**config.mk**
```make
export PLATFORM = sky130hd
export DESIGN_NAME = bwe_top
export DESIGN_NICKNAME = d
export VERILOG_FILES = /design/src/rtl/bwe_pkg.sv /design/src/rtl/bwe_decode.sv /design/src/rtl/bwe_sample.sv /design/src/rtl/bwe_lane_ram.sv /design/src/rtl/bwe_top.sv
export SDC_FILE = /design/constraint.sdc
export NUM_CORES = 1
export LEC_CHECK = 0
export BUFFER_PORTS_ARGS = -buffer_cell sky130_fd_sc_hd__buf_2
export CAP_MARGIN = 20
export CORE_MARGIN = 2
export CORE_UTILIZATION = 55
export CTS_CLUSTER_DIAMETER = 40
export DETAILED_ROUTE_END_ITERATION = 8
export GPL_TIMING_DRIVEN = 0
export PLACE_DENSITY = 0.72
export SETUP_SLACK_MARGIN = 0.2
export SLEW_MARGIN = 5
export SYNTH_ARGS = -nofsm -noshare
export SYNTH_HDL_FRONTEND = slang
export SYNTH_SLANG_ARGS = --single-unit
```
**constraint.sdc**
```tcl
create_clock -name clk -period 2.5 [get_ports clk]
set_input_delay 0.125 -clock clk [delete_from_list [all_inputs] [get_ports clk]]
set_output_delay 0.125 -clock clk [all_outputs]
set_load 0.005 [all_outputs]
```
**src/rtl/bwe_pkg.sv**
```systemverilog
package bwe_pkg;
  localparam int LANE_BITS = 9;

  function automatic int word_bits(input int lanes);
    return lanes * LANE_BITS;
  endfunction
endpackage

```
**src/rtl/bwe_decode.sv**
```systemverilog
module bwe_decode #(
  parameter int LANES = 4
) (
  input  logic             sel,
  input  logic             gw_n,
  input  logic             bw_n,
  input  logic [LANES-1:0] be_n,
  output logic [LANES-1:0] lane_we,
  output logic             is_read
);
  always_comb begin
    lane_we = '0;
    if (sel) begin
      if (!gw_n)      lane_we = '1;
      else if (!bw_n) lane_we = ~be_n;
    end
    is_read = sel && (lane_we == '0);
  end
endmodule

```
**src/rtl/bwe_sample.sv**
```systemverilog
module bwe_sample #(
  parameter int LANES  = 4,
  parameter int ADDR_W = 4,
  localparam int WORD_W = bwe_pkg::word_bits(LANES)
) (
  input  logic              clk,
  input  logic              rst,
  input  logic              sel,
  input  logic              gw_n,
  input  logic              bw_n,
  input  logic [LANES-1:0]  be_n,
  input  logic [ADDR_W-1:0] addr,
  input  logic [WORD_W-1:0] wdata,
  output logic [LANES-1:0]  wr_q,
  output logic              rd_q,
  output logic [ADDR_W-1:0] addr_q,
  output logic [WORD_W-1:0] wdata_q
);
  logic [LANES-1:0] we_c;
  logic             rd_c;

  bwe_decode #(.LANES(LANES)) u_dec (
    .sel(sel), .gw_n(gw_n), .bw_n(bw_n), .be_n(be_n),
    .lane_we(we_c), .is_read(rd_c)
  );

  always_ff @(posedge clk) begin
    if (rst) begin
      wr_q <= '0;
      rd_q <= 1'b0;
    end else begin
      wr_q <= we_c;
      rd_q <= rd_c;
    end
    addr_q  <= addr;
    wdata_q <= wdata;
  end
endmodule

```
**src/rtl/bwe_lane_ram.sv**
```systemverilog
module bwe_lane_ram #(
  parameter int LANES  = 4,
  parameter int ADDR_W = 4,
  localparam int LB     = bwe_pkg::LANE_BITS,
  localparam int WORD_W = bwe_pkg::word_bits(LANES),
  localparam int DEPTH  = 1 << ADDR_W
) (
  input  logic              clk,
  input  logic              rst,
  input  logic [LANES-1:0]  wr_lanes,
  input  logic              rd_req,
  input  logic [ADDR_W-1:0] addr,
  input  logic [WORD_W-1:0] wdata,
  output logic              rd_valid,
  output logic [WORD_W-1:0] rdata
);
  logic [WORD_W-1:0] dout;
  logic              valid_q;

  for (genvar g = 0; g < LANES; g++) begin : g_lane
    logic [LB-1:0] mem [DEPTH];
    always_ff @(posedge clk) begin
      if (wr_lanes[g]) mem[addr] <= wdata[g*LB +: LB];
      dout[g*LB +: LB] <= mem[addr];
    end
  end

  always_ff @(posedge clk) begin
    if (rst) valid_q <= 1'b0;
    else     valid_q <= rd_req;
  end

  assign rd_valid = valid_q;
  assign rdata    = valid_q ? dout : '0;
endmodule

```
**src/rtl/bwe_top.sv**
```systemverilog
module bwe_top #(
  parameter int LANES  = 4,
  parameter int ADDR_W = 4,
  localparam int WORD_W = bwe_pkg::word_bits(LANES)
) (
  input  logic              clk,
  input  logic              rst,
  input  logic              sel_i,
  input  logic              gw_n_i,
  input  logic              bw_n_i,
  input  logic [LANES-1:0]  be_n_i,
  input  logic [ADDR_W-1:0] addr_i,
  input  logic [WORD_W-1:0] wdata_i,
  output logic [LANES-1:0]  wr_strobe_o,
  output logic              rd_cycle_o,
  output logic              rd_valid_o,
  output logic [WORD_W-1:0] rdata_o
);
  logic [ADDR_W-1:0] addr_q;
  logic [WORD_W-1:0] wdata_q;

  bwe_sample #(.LANES(LANES), .ADDR_W(ADDR_W)) u_smp (
    .clk(clk), .rst(rst), .sel(sel_i), .gw_n(gw_n_i), .bw_n(bw_n_i),
    .be_n(be_n_i), .addr(addr_i), .wdata(wdata_i),
    .wr_q(wr_strobe_o), .rd_q(rd_cycle_o), .addr_q(addr_q), .wdata_q(wdata_q)
  );

  bwe_lane_ram #(.LANES(LANES), .ADDR_W(ADDR_W)) u_ram (
    .clk(clk), .rst(rst), .wr_lanes(wr_strobe_o), .rd_req(rd_cycle_o),
    .addr(addr_q), .wdata(wdata_q), .rd_valid(rd_valid_o), .rdata(rdata_o)
  );
endmodule

```
# Word-level counts from Yosys, hierarchy flattened
# Memory sizes are Yosys's and may differ from the RTL's. A register that Yosys moved wholly into a read port is not among the register bits.
# Cells that the tools add are included.
[op_classes] mux=12 bitwise=1 reduce_logical=2
[ops] op="$mux W36" count=1
[ops] op="$mux W4" count=3
[ops] op="$mux W1" count=8
[ops] op="$logic_not A4 Y1" count=1
[ops] op="$not A4 Y4" count=1
[ops] op="$logic_and A1 B1 Y1" count=1
[word_totals] register_bits=46 ramBits=576 in_bits=49 output_inout_bits=42 word_cells=24 mem_count=4
[memory_table] memory="u_ram.g_lane[0].mem" depth=16 width=9 rd=1 rd_clocked_by_memory_dff=1 write_ports=1 line="bwe_lane_ram.sv:21" text="logic [LB-1:0] mem [DEPTH];"
[memory_table] memory="u_ram.g_lane[1].mem" depth=16 width=9 rd=1 rd_clocked_by_memory_dff=1 write_ports=1 line="bwe_lane_ram.sv:21"
[memory_table] memory="u_ram.g_lane[2].mem" depth=16 width=9 rd=1 rd_clocked_by_memory_dff=1 write_ports=1 line="bwe_lane_ram.sv:21"
[memory_table] memory="u_ram.g_lane[3].mem" depth=16 width=9 rd=1 rd_clocked_by_memory_dff=1 write_ports=1 line="bwe_lane_ram.sv:21"

# Logic depth before layout (Yosys ltp)
# Gate-level depths: netlist (run 1).
[depth] depth_word=6 mapped_depth=6

# By module
# From an unflattened synthesis (run 1), not the netlist that was laid out.
[hier_totals] cells_unflattened=1113 hier_area_um2=23865.4
[modules_own_cells] mod="bwe_lane_ram" n_inst=1 cells_per_inst=1052 area_each_um2=22871.9 seq_area_each_um2=18037.3
[modules_own_cells] mod="bwe_sample" n_inst=1 cells_per_inst=50 area_each_um2=932.1 seq_area_each_um2=900.9
[modules_own_cells] mod="bwe_decode" n_inst=1 cells_per_inst=11 area_each_um2=61.3 seq_area_each_um2=0.0

# Worst setup path before layout (run 1)
# Ideal clock, no wire load.
[synth_timing] path_kind="register -> register" start="reg u_smp.addr_q[0]" end="mem u_ram.g_lane[0].mem[13][0] (netlist name), enable pin" arrival_time_ns=1.564 path_slack_ns=0.562 stages_incl_launch_ff=7 path_buffers=3 cell_sequence="dfxtp_1 -> buf_6 -> buf_6 -> buf_2 -> nor2b_1 -> nand2_1 -> nor2_1"
[synth_rtl] element="start: declaration" line="bwe_sample.sv:16" text="output logic [ADDR_W-1:0] addr_q,"
[synth_rtl] element="start signal: assignment" line="bwe_sample.sv:35" text="addr_q <= addr;"
[synth_rtl] element="end: declaration" line="bwe_lane_ram.sv:21"
# No word-level cell before the write port.

# Worst setup path after layout (run 1)
[layout_timing] start="reg u_smp.addr_q[1]" end="mem u_ram.g_lane[3].mem[8][5] (netlist name), enable pin"
[layout_rtl] element="end: declaration" line="bwe_lane_ram.sv:21"
# No word-level cell before the write port.

==> flow_summary.ini, run 1 <==
[outcome]
outcome = finished, final reports clean

[place]
port_buffers = 90
dp_slack_ns = -0.438
place_congestion = 0.765
hpwl_mm = 31.9

[synthesis]
synth_area_leaders = edfxtp_1 (73%), mux4_2 (14%), dfxtp_1 (6.9%), a22oi_1 (2.3%), nor2_1 (1.1%)
yosysWarnings = 0
ys_seq_area_share_pct = 79.4
syn_area_per_cell_um2 = 21.5
synth_top_area_cell = edfxtp_1
syn_nets = 1157
ys_seq_elements = 658
yosys.area.top_type_share_pct = 72.6
synth_cells = 1108
syn_area_mm2 = 0.0238
yosysUniqueCellTypes = 18

[sta]
setup_viol = 0
hold_ws_ns = 0.141
rsz0062_at_grt = yes
slew_headroom_pct = 32.1
finalHoldViolations = 0
final.setup.worst_slack_ns = 0.0451
maxSlewViolCount = 0
period_needed_ns = 2.45
max_freq_ghz = 0.407
tightestPinTransition_ns = 1.02
skew_ns = 0.0217
finalCritPeriodShare_pct = 98.2

[drt]
first_pass_iters = 5
antenna_left = 0
drt_iter0_markers = 1213
avgViaCountPerCell = 6.04
routed_wl_mm = 53.6
wl_per_cell_um = 26.4
drc = 0
vias = 12300

[clocking]
htree_levels = 3
clk_pin_slew_ns = 0.06
cts_sinks = 658
tritoncts = done
ctsRootBufferMaster = clkbuf_16
clock_latency_ns = 0.61
cts_buffers = 79
clockBufferDepth = 3

[finish]
antenna_cells = 0
multi_input_area_mm2 = 0.00501
fill_cells = 2588
drive_above_1_share_pct = 35.9
finalNetCount = 1430
area_growth_pct = 23.0
sequential_cell_area_mm2 = 0.0189

[worst_setup_path]
critPathKind = flop to flop
crit_fanout = 10
r2r_start = u_smp.addr_q[1]
crit_chain = buf_2 -> buf_2 -> buf_4 -> nor2_2 -> nand2_1 -> nor2_2
r2r_cells = 6
rrSetupSlack_ns = 0.05
slowest_delay_ns = 0.57
critPathTopFamily = simple AND/OR/NAND/NOR gates
crit_arrival_ns = 2.69
endpoint_kind = flop
critical_path_buf_inv_count = 3
cp.required_ns = 2.74
cp-start-kind = flop
cpMaxStageDelayCell = nor2_2
reg2reg_to = u_ram.g_lane[3].mem[8][5]

[pwr]
combPwrFrac_pct = 3.8
power_density_mw_per_mm2 = 832
p_sw_mw = 5.18
clkPwrFrac_pct = 45.8
p_sw_share_pct = 21.2
p_seq_share_pct = 50.4
power.leakage_nw = 9.81
ir_drop_uv = 611
p_int_mw = 19.2

[floorplanning]
fp.coreArea_mm2 = 0.0429
std_cell_rows = 76
ios = 91
initial_core_util_pct = 55.6
die_w_um = 212
die_area_mm2 = 0.0450
die_y_um = 212

[min_path]
min_to = u_smp.wdata_q[30]
min_from = wdata_i[30]
min_path_cells = 2
hp-class = input port to flop

[global_routing]
grt_max_degree = 17
grt-ovfl-total = 0
grt_pass1_vias = 12500
grt_pass1_wl_mm = 78.3
antenna_found_initial = 0
track_usage_pct = 24.6

[flow_run]
cap_violations = 0
## worst reg2reg max path: cells and delay by family, from the launching register on
kind          cells  cell delay (ns)
simple gates      3             1.15
buf+inv           3             0.64
flops             1             0.29
## cell usage in the layout (no fill, tap or decap), types with 2 or more instances in the layout
| cell | netlist | final |
|---|---|---|
| a22oi_1 | 72 | 72 |
| and2_1 | 37 | 37 |
| buf_12 | 0 | 22 |
| buf_2 | 17 | 106 |
| buf_4 | 0 | 14 |
| buf_6 | 10 | 24 |
| bufinv_16 | 0 | 2 |
| clkbuf_1 | 30 | 35 |
| clkbuf_16 | 0 | 83 |
| clkbuf_2 | 0 | 9 |
| clkbuf_8 | 0 | 9 |
| clkinv_1 | 0 | 2 |
| clkinv_2 | 0 | 10 |
| clkinv_4 | 0 | 7 |
| clkinv_8 | 0 | 2 |
| clkinvlp_4 | 0 | 2 |
| dfxtp_1 | 82 | 81 |
| dlygate4sd3_1 | 0 | 55 |
| edfxtp_1 | 576 | 576 |
| inv_16 | 0 | 2 |
| inv_4 | 0 | 2 |
| inv_6 | 0 | 6 |
| inv_8 | 0 | 3 |
| mux4_2 | 144 | 144 |
| nand2_1 | 49 | 46 |
| nand2_2 | 0 | 3 |
| nand2b_1 | 3 | 3 |
| nand3_1 | 4 | 4 |
| nor2_1 | 70 | 5 |
| nor2_2 | 0 | 16 |
| nor2_4 | 0 | 49 |
| nor2b_1 | 5 | 3 |
| nor2b_4 | 0 | 2 |
| o21a_1 | 4 | 4 |
## metal layers
layer	GRT usage [%]	wire length, um
met1	33.7	20800
met2	39.2	26700
met3	4.65	4100
met4	10.7	1990
met5	0	0
## registers in the layout (all words and copies together), names as in the netlist
register,flops
u_smp.addr_q,4
u_ram.dout,36
u_smp.wr_q,4
u_ram.g_lane.mem,576
u_smp.wdata_q,36
u_smp.rd_q,1
u_ram.rd_valid,1
## cells in the mapped netlist
cell type	number
or2_2	1
clkbuf_1	30
nand3_1	4
nor2_1	70
edfxtp_1	576
dfxtp_1	82
a22oi_1	72
nor2b_1	5
nand2_1	49
buf_6	10
a41oi_1	1
mux4_2	144
nor3b_1	1
o21a_1	4
buf_2	17
buf_1	2
and2_1	37
nand2b_1	3
## cells by family (layout without fill, tap and decap cells)
| family | count (synthesis) | after routing | share of synthesized area [%] |
|---|---|---|---|
| AO/OA/AOI/OAI | 77 | 77 | 2.43 |
| multiplexers | 144 | 144 | 13.6 |
| buffers and inverters | 59 | 396 | 1.33 |
| flip-flops | 658 | 658 | 79.4 |
| AND/OR/NAND/NOR | 170 | 170 | 3.20 |
## stage by stage
stage	cell area (um^2)	power, mW	util (%)	TNS [ns]	instances
final	29300	24.4	68.4	0	2030
after global routing	29300	25.1	68.4	0	2030
after CTS	29200	24.5	68.1	0	2022
after global placement	25000	13.3	58.3	-124.22	1783
after detailed placement	25200	13.3	58.7	-91.92	1797
after floorplan	23800	13.0	-	0	1108
## repair_timing
| item | in CTS | in global routing |
|---|---|---|
| endpoints found under the setup margin | 581 | 309 |
| endpoints found under the hold margin | 46 | 0 |
| gates resized for setup | 121 | 14 |
| hold buffers | 55 | 0 |
| setup buffers | 26 | 8 |
| pin swaps | 21 | 5 |
| cloned | 0 | 0 |
## area by class of cell
cell class / instances / share of cell area, %
flip-flops and latches: 658 / 64.6
multi-input cells: 391 / 17.1
clock buffers: 107 / 7.70
repair buffers: 193 / 5.76
well taps: 585 / 2.50
clock inverters: 38 / 1.25
plain buffers: 58 / 1.13
## worst max path at each step
stage | start | to | slack [ns] | cells past startpoint
floorplan | u_smp.addr_q[0] | u_ram.g_lane[0].mem[13][0] | 0.56 | 6
global placement | u_smp.addr_q[1] | u_ram.g_lane[2].mem[6][2] | -0.57 | 6
detailed placement | u_smp.addr_q[0] | u_ram.g_lane[1].mem[5][4] | -0.44 | 6
CTS | u_smp.addr_q[3] | u_ram.g_lane[1].mem[12][2] | 0.13 | 3
global route | u_smp.addr_q[1] | u_ram.g_lane[0].mem[11][5] | 0.002 | 5
finish | u_smp.addr_q[1] | u_ram.g_lane[3].mem[8][5] | 0.05 | 6
## power by group through the flow
stage | logic, mW | registers, mW | clock network (mW)
3_5_place_dp | 0.793 | 12.5 | 0
3_3_place_gp | 0.775 | 12.5 | 0
6_report | 0.924 | 12.3 | 11.2
4_1_cts | 0.915 | 12.3 | 11.3
5_1_grt | 0.982 | 12.3 | 11.8
2_1_floorplan | 0.523 | 12.4 | 0
Power figures use the tool's default switching activity.
==> inputs of run 2 (changes only) <==
--- a/config.mk
+++ b/config.mk
@@ -12,9 +12,10 @@
 export CTS_CLUSTER_DIAMETER = 40
 export DETAILED_ROUTE_END_ITERATION = 8
 export GPL_TIMING_DRIVEN = 0
-export PLACE_DENSITY = 0.72
+export PLACE_DENSITY = 0.68
 export SETUP_SLACK_MARGIN = 0.2
-export SLEW_MARGIN = 5
+export SLEW_MARGIN = 10
 export SYNTH_ARGS = -nofsm -noshare
 export SYNTH_HDL_FRONTEND = slang
+export SYNTH_HIERARCHICAL = 1
 export SYNTH_SLANG_ARGS = --single-unit
==> flow_summary.ini, run 2 <==
[outcome]
outcome = finished, final reports clean

[global_routing]
grt-ovfl-total = 0
grt_pass1_wl_mm = 78.8
track_usage_pct = 24.6
grt_pass1_vias = 12500
grt_max_degree = 17
antenna_found_initial = 0

[sta]
tightestPinTransition_ns = 0.967
setup_viol = 0
skew_ns = 0.0238
finalCritPeriodShare_pct = 95.4
tns_ns = 0
rsz0062_at_grt = yes
period_needed_ns = 2.39
slew_headroom_pct = 35.5
maxSlewViolCount = 0
finalHoldViolations = 0
max_freq_ghz = 0.419

[worst_setup_path]
crit_fanout = 10
crit_chain = buf_2 -> clkbuf_4 -> buf_4 -> nand3_1 -> nor2_2
cp-start-kind = flop
critPathKind = flop to flop
crit_arrival_ns = 2.61
r2r_start = u_smp/addr_q[1]
cp.required_ns = 2.73
startpoint = u_smp/addr_q[1]
slowest_delay_ns = 0.62
endpoint_kind = flop
cpMaxStageDelayCell = nor2_2

[synthesis]
synth_compound_area_share_pct = 2.39
synth_cells = 1113
synth_area_leaders = edfxtp_1 (72%), mux4_2 (14%), dfxtp_1 (6.9%), a22oi_1 (2.3%), and2_1 (1.1%)
yosysMostFrequentCell = edfxtp_1
synth_top_family_by_area = multiplexers
yosys.area.top_type_share_pct = 72.5
syn_area_per_cell_um2 = 21.4
syn_area_mm2 = 0.0239
synth-xor-area-share_pct = 0
synth_top_area_cell = edfxtp_1
synth_edf_count = 576
ys_seq_area_share_pct = 79.4
yosys-top-cells-count = edfxtp_1 (576), mux4_2 (144), dfxtp_1 (82)
ys_seq_elements = 658
synth_mux_area_share_pct = 13.6
yosysWarnings = 6
syn_nets = 1162
yosysUniqueCellTypes = 17
synth_adder_area_share_pct = 0
ys_async_sr_fraction_pct = 0
synthSimpleGateAreaFrac_pct = 3.34
synthFlopType = edfxtp_1

[floorplanning]
initial_core_util_pct = 55.5
fp.coreArea_mm2 = 0.0430
die_w_um = 212
die_y_um = 212
die_area_mm2 = 0.0451
ios = 91
std_cell_rows = 76

[clocking]
ctsRootBufferMaster = clkbuf_16
clockBufferDepth = 3
htree_levels = 3
clk_pin_slew_ns = 0.06
clock_latency_ns = 0.61
cts_sinks = 658
tritoncts = done
cts_buffers = 82

[drt]
wl_per_cell_um = 26.3
antenna_left = 0
avgViaCountPerCell = 5.90
drc = 0
drt_iter0_markers = 1189
vias = 12000
routed_wl_mm = 53.7
first_pass_iters = 5

[finish]
largest_reg_flops = 576
antenna_cells = 0
top_regs = u_ram/g_lane.mem: 576 flops, u_ram/dout: 36 flops, u_smp/wdata_q: 36 flops
layout.cells.non_filler = 2039
finalNetCount = 1434
layout_commonest_cell = edfxtp_1
drive_above_1_share_pct = 37.3
final_cell_mix = edfxtp_1 (576), mux4_2 (144), buf_2 (106)
area_growth_pct = 24.4
regMostFlops = u_ram/g_lane.mem

[place]
port_buffers = 90
place_congestion = 0.783
hpwl_mm = 32.0
dp.cells = 1800

[min_path]
hp-class = input port to flop
min_from = be_n_i[0]

[pwr]
power_density_mw_per_mm2 = 851
power.leakage_nw = 9.91
p_total_mw = 25.2
ir_drop_uv = 563

[flow_run]
cap_violations = 0
run 2: worst max-delay path, delay by kind of cell (launching register included):
family / cells / cell delay (ns)
flops: 1 / 0.30
buf+inv: 3 / 0.72
simple gates: 2 / 0.98
run 2: final cells by class:
cell class	instances	area, um^2
buffer	58	349
clock buffer	102	2210
clock inverter	51	623
fill	2665	13300
multi-input combinational	396	5110
sequential	658	18900
tap	585	732
timing repair buffer	189	1720
run 2: metrics by stage:
stage | hold slack (ns) | util, % | area, um^2 | worst slack (ns)
6_report | 0.0346 | 69.0 | 29700 | 0.114
5_1_grt | 0.0572 | 69.0 | 29700 | 0.0959
4_1_cts | 0.0151 | 68.5 | 29400 | 0.0220
3_5_place_dp | 0.229 | 58.6 | 25200 | -0.478
3_3_place_gp | 0.227 | 58.3 | 25000 | -0.606
2_1_floorplan | 0.153 | - | 23900 | 0.562
run 2: cell families (layout without fill, tap and decap cells):
logic type      after synthesis  in the layout
compound gates               77             77
flops                       658            658
mux                         144            144
simple gates                175            175
buf+inv                      59            400
run 2: per-layer routing:
metal	share of wire (%)	vias up	track usage (%)	wire length, um
li1	-	5110	-	-
met3	7.5	101	5.78	4040
met2	50	521	39.7	26800
met4	3.1	0	9.31	1650
met1	39	6303	33.0	21200
met5	0	-	0	0
run 2: what timing repair did:
item / CTS / global route
pin swaps: 24 / 9
endpoints found under the hold margin: 46 / 0
buffers inserted: 31 / 9
setup endpoints to repair: 608 / 414
hold buffers: 47 / 0
gates cloned: 0 / 0
resized for setup: 129 / 40
run 2: final timing paths:
path / to / slack, ns / cells after the start
worst min-delay path: u_smp/wr_q[0] / 0.03 / 4
worst max register to register: u_ram/g_lane[0].mem[11][4] / 0.11 / 5
worst max-delay path: u_ram/g_lane[0].mem[11][4] / 0.11 / 5
worst min register to register: u_ram/rd_valid / 0.47 / 1
run 2: report_power, final:
group	total [mW]	switching (mW)	internal (mW)	leakage, nW
sequential	12.3	0.173	12.1	5.87
combinational	0.929	0.501	0.428	2.68
clock	12.0	4.60	7.41	1.36
total	25.2	5.27	20.0	9.91
==> inputs of run 3 (changes only) <==
--- a/config.mk
+++ b/config.mk
@@ -5,7 +5,7 @@
 export SDC_FILE = /design/constraint.sdc
 export NUM_CORES = 1
 export LEC_CHECK = 0
-export BUFFER_PORTS_ARGS = -buffer_cell sky130_fd_sc_hd__buf_2
+export BUFFER_PORTS_ARGS = -buffer_cell sky130_fd_sc_hd__buf_4
 export CAP_MARGIN = 20
 export CORE_MARGIN = 2
 export CORE_UTILIZATION = 55
==> flow_summary.ini, run 3 (synthesis gave the netlist of run 2 again) <==
[outcome]
outcome = finished, final reports clean

[global_routing]
met3_usage_pct = 4.62
grt-busiest-layer = met2
grt_pass1_wl_mm = 79.2
grt_max_degree = 17
grt_use_met2_pct = 40.6
grtUsageMet1_pct = 33.4
track_usage_pct = 24.9
grt_pass1_vias = 12300
antenna_found_initial = 1
grt-ovfl-total = 0

[place]
dp_slack_ns = -0.562
hpwl_mm = 32.2
dp.cells = 1796
place_congestion = 0.769
port_buffers = 90

[drt]
drc = 0
wl_per_cell_um = 27.1
routed_wl_mm = 55.2
first_pass_iters = 5
drt_iter0_markers = 1121
vias = 12000
antenna_left = 0
avgViaCountPerCell = 5.92

[worst_setup_path]
crit_fanout = 10
cp-start-kind = flop
rrSetupSlack_ns = 0.11
critPathKind = flop to flop
endpoint_kind = flop
cp.required_ns = 2.72
crit_arrival_ns = 2.60

[sta]
rsz0062_at_grt = yes
tightestPinTransition_ns = 0.927
finalHoldViolations = 0
max_freq_ghz = 0.419
setup_viol = 0
period_needed_ns = 2.39
finalCritPeriodShare_pct = 95.4
skew_ns = 0.0183
final.setup.worst_slack_ns = 0.114
slew_headroom_pct = 38.2
maxSlewViolCount = 0
tns_ns = 0

[clocking]
htree_levels = 3
clockBufferDepth = 3
cts_sinks = 658
clk_pin_slew_ns = 0.06
ctsRootBufferMaster = clkbuf_16
tritoncts = done
clock_latency_ns = 0.60
cts_buffers = 76

[finish]
multi_input_area_mm2 = 0.00511
largest_reg_flops = 576
regMostFlops = u_ram/g_lane.mem
finalNetCount = 1437
sequential_cell_area_mm2 = 0.0189
drive_above_1_share_pct = 36.9
top_regs = u_ram/g_lane.mem: 576 flops, u_ram/dout: 36 flops, u_smp/wdata_q: 36 flops
final_cell_mix = edfxtp_1 (576), mux4_2 (144), buf_4 (103)
layout.cells.non_filler = 2035
fill_cells = 2638
antenna_cells = 0
area_growth_pct = 25.7
layout_commonest_cell = edfxtp_1

[floorplanning]
initial_core_util_pct = 55.5
std_cell_rows = 76
die_area_mm2 = 0.0451
die_w_um = 212
fp.coreArea_mm2 = 0.0430
die_y_um = 212
ios = 91

[min_path]
hp-class = input port to flop

[flow_run]
cap_violations = 0

[pwr]
power.leakage_nw = 9.96
ir_drop_uv = 792
power_density_mw_per_mm2 = 837
## run 3: layout make-up
type	count	area share, %
buffer	58	1.15
clock buffer	102	7.16
clock inverter	38	1.94
multi-input combinational	396	17.0
sequential	658	63.2
tap	585	2.44
timing repair buffer	198	7.13
## run 3: repair_timing
item / in CTS / in global routing
pin swaps: 28 / 15
hold buffers: 48 / 0
buffers inserted: 37 / 15
hold endpoints to repair: 46 / 0
gates resized for setup: 119 / 44
endpoints found under the setup margin: 604 / 465
## run 3: layer usage
layer	vias up	wire, um
met5	-	0
met4	0	1930
met3	114	3530
met2	473	27900
met1	6361	21900
li1	5096	-
## run 3: power breakdown
group | leakage (nW) | total (mW) | switching [mW] | internal, mW
registers | 5.87 | 12.3 | 0.176 | 12.1
logic | 2.77 | 0.966 | 0.507 | 0.459
clock network | 1.32 | 11.8 | 4.38 | 7.45
## run 3: worst paths after layout
path / start / to / depth (start not counted)
setup / recovery: u_smp/addr_q[1] / u_ram/g_lane[3].mem[11][4] / 5
hold / removal: be_n_i[1] / u_smp/wr_q[1] / 4
setup reg to reg: u_smp/addr_q[1] / u_ram/g_lane[3].mem[11][4] / 5
hold reg to reg: u_smp/rd_q / u_ram/rd_valid / 1
## run 3: critical path: stages (launching register included)
cell and delay (ns):
dfxtp_1 0.30, buf_2 0.21, clkbuf_4 0.27, buf_4 0.23
nand3_1 0.34, nor2_2 0.65
## run 3: stage by stage
step	util (%)	instance area [um^2]	hold slack (ns)	power (mW)
2_1_floorplan	-	23900	0.153	13.0
3_3_place_gp	58.8	25300	0.229	13.3
3_5_place_dp	59.0	25400	0.231	13.3
4_1_cts	68.9	29600	0.0179	25.2
5_1_grt	69.8	30000	0.0401	25.7
6_report	69.8	30000	0.0471	25.1
